===== src/rtl/nan_pick.sv =====
module nan_pick #(
  parameter int EXP_W   = 8,
  parameter int FRAC_W  = 23,
  parameter bit REG_OUT = 1'b1
) (
  input  logic                          clk,
  input  logic                          rst_n,
  input  logic [EXP_W+FRAC_W:0]         a_val,
  input  logic [EXP_W+FRAC_W:0]         b_val,
  input  logic [1:0]                    a_cls,
  input  logic [1:0]                    b_cls,
  input  logic [1:0]                    rule,
  input  logic                          dflt_mode,
  input  logic                          inv_pol,
  output logic [EXP_W+FRAC_W:0]         res,
  output logic                          invalid
);
  localparam int W  = 1 + EXP_W + FRAC_W;
  localparam int QB = FRAC_W - 1;
  localparam logic [1:0] CLS_QNAN = 2'd1;
  localparam logic [1:0] CLS_SNAN = 2'd2;
  localparam logic [1:0] RL_SIG  = 2'd0;
  localparam logic [1:0] RL_FST  = 2'd1;
  localparam logic [1:0] RL_LST  = 2'd2;

  logic a_s, a_q, a_n, b_s, b_q, b_n;
  assign a_s = (a_cls == CLS_SNAN);
  assign a_q = (a_cls == CLS_QNAN);
  assign a_n = a_s | a_q;
  assign b_s = (b_cls == CLS_SNAN);
  assign b_q = (b_cls == CLS_QNAN);
  assign b_n = b_s | b_q;

  logic a_big;
  assign a_big = (a_val[FRAC_W-1:0] > b_val[FRAC_W-1:0]) ||
                 ((a_val[FRAC_W-1:0] == b_val[FRAC_W-1:0]) && !a_val[W-1]);

  logic pick_b;
  always_comb begin
    case (rule)
      RL_SIG: pick_b = !a_s && (b_s || !a_q);
      RL_FST: pick_b = !a_n;
      RL_LST: pick_b = b_n;
      default: begin
        if (a_s)      pick_b = b_q ? 1'b1 : (b_s ? !a_big : 1'b0);
        else if (a_q) pick_b = b_q ? !a_big : 1'b0;
        else          pick_b = 1'b1;
      end
    endcase
  end

  logic [W-1:0] chosen, quieted, dnan, nxt_res;
  logic         chosen_s, nxt_inv;
  assign chosen   = pick_b ? b_val : a_val;
  assign chosen_s = pick_b ? b_s : a_s;

  always_comb begin
    quieted = chosen;
    if (inv_pol) begin
      quieted[QB]   = 1'b0;
      quieted[QB-1] = 1'b1;
    end else begin
      quieted[QB]   = 1'b1;
    end
  end

  assign dnan = {1'b0, {EXP_W{1'b1}}, ~inv_pol, {QB{inv_pol}}};

  assign nxt_res = (dflt_mode || !(a_n || b_n)) ? dnan :
                   chosen_s ? quieted : chosen;
  assign nxt_inv = a_s | b_s;

  generate
    if (REG_OUT) begin : g_reg
      logic primed;
      always_ff @(posedge clk) begin
        if (!rst_n) begin
          res     <= '0;
          invalid <= 1'b0;
          primed  <= 1'b0;
        end else begin
          res     <= nxt_res;
          invalid <= nxt_inv;
          primed  <= 1'b1;
        end
      end

      a_r6_invalid_flag: assert property (@(posedge clk) disable iff (!rst_n)
        primed |-> (invalid == ($past(a_cls) == CLS_SNAN || $past(b_cls) == CLS_SNAN)));

      a_r5_result_quiet: assert property (@(posedge clk) disable iff (!rst_n)
        primed |-> (&res[W-2:FRAC_W]) &&
                   ($past(inv_pol) ? (!res[QB] && (res[QB-1:0] != '0)) : res[QB]));

      a_r7_default_canon: assert property (@(posedge clk) disable iff (!rst_n)
        (primed && $past(dflt_mode)) |-> !res[W-1] && (res[QB] == !$past(inv_pol)));

      a_r1_sig_first_a: assert property (@(posedge clk) disable iff (!rst_n)
        (primed && $past(rule) == RL_SIG && !$past(dflt_mode) && $past(a_cls) == CLS_SNAN)
          |-> res[W-2:QB+1] == $past(a_val[W-2:QB+1]) && res[W-1] == $past(a_val[W-1]));
    end else begin : g_comb
      assign res     = nxt_res;
      assign invalid = nxt_inv;
    end
  endgenerate
endmodule


===== config.mk =====
export PLATFORM = sky130hd
export DESIGN_NAME = nan_pick
export DESIGN_NICKNAME = d
export VERILOG_FILES = /design/src/rtl/nan_pick.sv
export SDC_FILE = /design/constraint.sdc
export NUM_CORES = 1
export LEC_CHECK = 0
export ABC_AREA = 0
export ABC_CLOCK_PERIOD_IN_PS = 3100
export CAP_MARGIN = 0
export CORE_MARGIN = 2
export CORE_UTILIZATION = 40
export DETAILED_ROUTE_END_ITERATION = 7
export PLACE_DENSITY = 0.84
export SYNTH_ARGS = -nofsm -noshare
export SYNTH_HDL_FRONTEND = slang
export SYNTH_SLANG_ARGS = --single-unit

===== constraint.sdc =====
create_clock -name clk -period 3.1 [get_ports clk]
set_input_delay 0.62 -clock clk [delete_from_list [all_inputs] [get_ports clk]]
set_output_delay 0.62 -clock clk [all_outputs]
set_load 0.02 [all_outputs]

==> impl_metrics.tcl <==
set metrics [dict create \
    intPower_uw 885 \
    p_total_mw 1.28 \
    fmax_mhz 353 \
    setup_viol 0 \
    globalRoute.totalOverflow 0 \
    grt_max_degree 23 \
    routedWlPerCell_um 13.7 \
    synth_top_area_share_pct 32.7 \
    min_to "res[31]" \
    p_per_area_nw_per_um2 389 \
    dr.first_iter.drc_count 39 \
    hpwlAfterDp_mm 4.58 \
    syn_inst 224 \
    vias 2031 \
    synth_area_per_cell_um2 9.02 \
    final-max-slew-violation-count 0 \
    hold_class "in -> reg" \
    cts_num_sinks 33 \
    drc 0 \
    rows 25 \
    slew_headroom_pct 76.7 \
    cts_setup_buffers 0 \
    drt-total-wl_mm 5.60 \
    worstSetupPathType "in -> reg" \
    hold_start "b_val[31]" \
    p_sw_uw 398 \
    combPwrFrac_pct 38.3 \
    path_common_cell "o21ai_0" \
    power_frac_seq_pct 36.9 \
    synth.most_common_cell "a21oi_1" \
    switching_share_pct 31.0 \
    layout_min_cycle_time_ps 2840 \
    crit_path_end_kind "flip-flop" \
    crit_chain "clkdlybuf4s50_1, inv_1, ha_1, a21oi_1, o21ai_0, o21ai_0, o221ai_1, a22oi_4, buf_4, or4_1, o2111a_1" \
    clockBufferDepth 2 \
    arrival_ps 3020 \
    cts_root_buf "clkbuf_8" \
    dr.pass1.iters 4 \
    worstPathMaxFanout 5 \
    fin_crit_sh_pct 91.5 \
    port_buffers 106 \
    cts_max_level 2 \
    ant_nets 0 \
    hold_viol 0 \
    cts_tree "done" \
    grt_pass1_wl_mm 8.62 \
    grt_pass1_vias 2053 \
    antenna_found_initial 0 \
    drive_above_1_share_pct 8.48 \
    hold_depth 3 \
    cp-start-kind "input pin" \
    ys_ff_latch 33 \
    critical_path_buf_inv_count 3 \
    rsz0062_at_grt "no" \
    synthToLayoutAreaGrowth_pct 63.2 \
    fp.dieH_um 75.1 \
    syn_nets 325 \
    p_clk_share_pct 24.8 \
    synth_top_area_cell "dfxtp_1" \
    synth_edf_count 0 \
    gp_congestion 0.836 \
    synth_cell_types 26 \
    p_leak_nw 1.57 \
    cts.repair.resized 0 \
    coreArea_um2 4790 \
    ioPinCount 107 \
    nNetsFinal 442 \
    numCtsBuffers 5 \
    required_ps 3280 \
    die_w_um 75.1 \
    fin_ws_ps 264 \
    grt_use_total_pct 20.1 \
    clkTransAtPathRegs_ps 70 \
    synth_common_cells "41 x a21oi_1, 33 x dfxtp_1, 31 x mux2i_1, 29 x inv_1, 27 x ha_1" \
    diodes 0 \
    yosysSeqAreaShare_pct 32.7 \
    ir_drop_uv 304 \
    floorplan.initialDensity_pct 42.2 \
    cpPeakStageDelay_ps 480 \
    die_area_um2 5640 \
    cap_violations 0 \
    run_status "complete, no violations" \
    vias_per_cell 4.97 \
    dp_slack_ps -49.9 \
    ys_async_sr_fraction_pct 0 \
    holdBufCountCts 0 \
    critPathTopFamily "compound AO/OA/AOI/OAI gates" \
    worst_pin_slew_ps 350 \
    netlist_top_cells_area "dfxtp_1 33%, ha_1 17%, mux2i_1 15%" \
    hold_ws_ps 969 \
    syn_area_um2 2020 \
    fin_util_pct 68.9 \
    ys.flop_type "dfxtp_1" \
    yosys_warnings 0 \
    cpMaxStageDelayCell "clkdlybuf4s50_1" \
]
==> per-stage QoR <==
step	area, um2	std cells	TNS [ps]
floorplan	2020	224	0
global placement	3220	401	-25.0
detailed placement	3220	401	-134
CTS	3300	409	0
global route	3300	409	0
finish	3300	409	0
==> sequential cells by signal (all words and copies together), names as in the netlist <==
name and cells:
invalid 1, res 32
==> power by group through the flow <==
stage	clock (mW)	sequential, mW	combinational [mW]
after floorplan	0	0.536	0.207
after global placement	0	0.483	0.484
after detailed placement	0	0.484	0.493
after CTS	0.325	0.475	0.496
after global routing	0.336	0.478	0.534
final	0.319	0.474	0.491
==> layer usage <==
metal  GRT usage (%)  vias to the layer above  wire, um
met2            37.4                       73      2810
met1            21.3                      918      2220
li1                -                     1034         -
met5               0                        -         0
met3            8.03                        6       529
met4            4.17                        0        47
==> final cells by class <==
type / instances / area [um2]
well taps: 67 / 83.8
multi-input cells: 153 / 1190
fillers: 401 / 1490
flip-flops and latches: 33 / 661
repair buffers: 119 / 1170
clock buffers: 6 / 72.6
inverters: 29 / 109
clock inverters: 2 / 10.0
==> cell usage in the layout, fill, tap and decap left out, types with 3 or more instances in the layout <==
cell / n
ha_1: 27
nor3_1: 4
clkbuf_8: 5
buf_4: 12
a21oi_1: 40
mux2i_1: 31
inv_1: 29
nand4_1: 3
and4_2: 4
nor2_1: 10
o21ai_0: 6
clkdlybuf4s50_1: 106
dfxtp_1: 33
nand2_1: 11
==> cells by family after synthesis <==
logic type,after synthesis,share of synthesized area [%]
buffers and inverters,38,8.73
AND/OR/NAND/NOR,35,8.79
adder cells (fa/ha/maj),27,16.7
multiplexers,32,15.9
AO/OA/AOI/OAI,59,17.2
flip-flops,33,32.7
==> worst max-delay path by stage <==
stage                   start       to  slack (ps)  depth (start not counted)
global placement    b_val[16]  res[22]         -30                         11
floorplan            a_val[0]  res[10]         620                         10
finish              b_val[16]  res[22]         260                         11
detailed placement  b_val[22]  res[29]         -50                         11
global route        b_val[10]  res[29]          70                         11
CTS                 b_val[22]  res[29]         250                         11
Power figures use the tool's default switching activity.
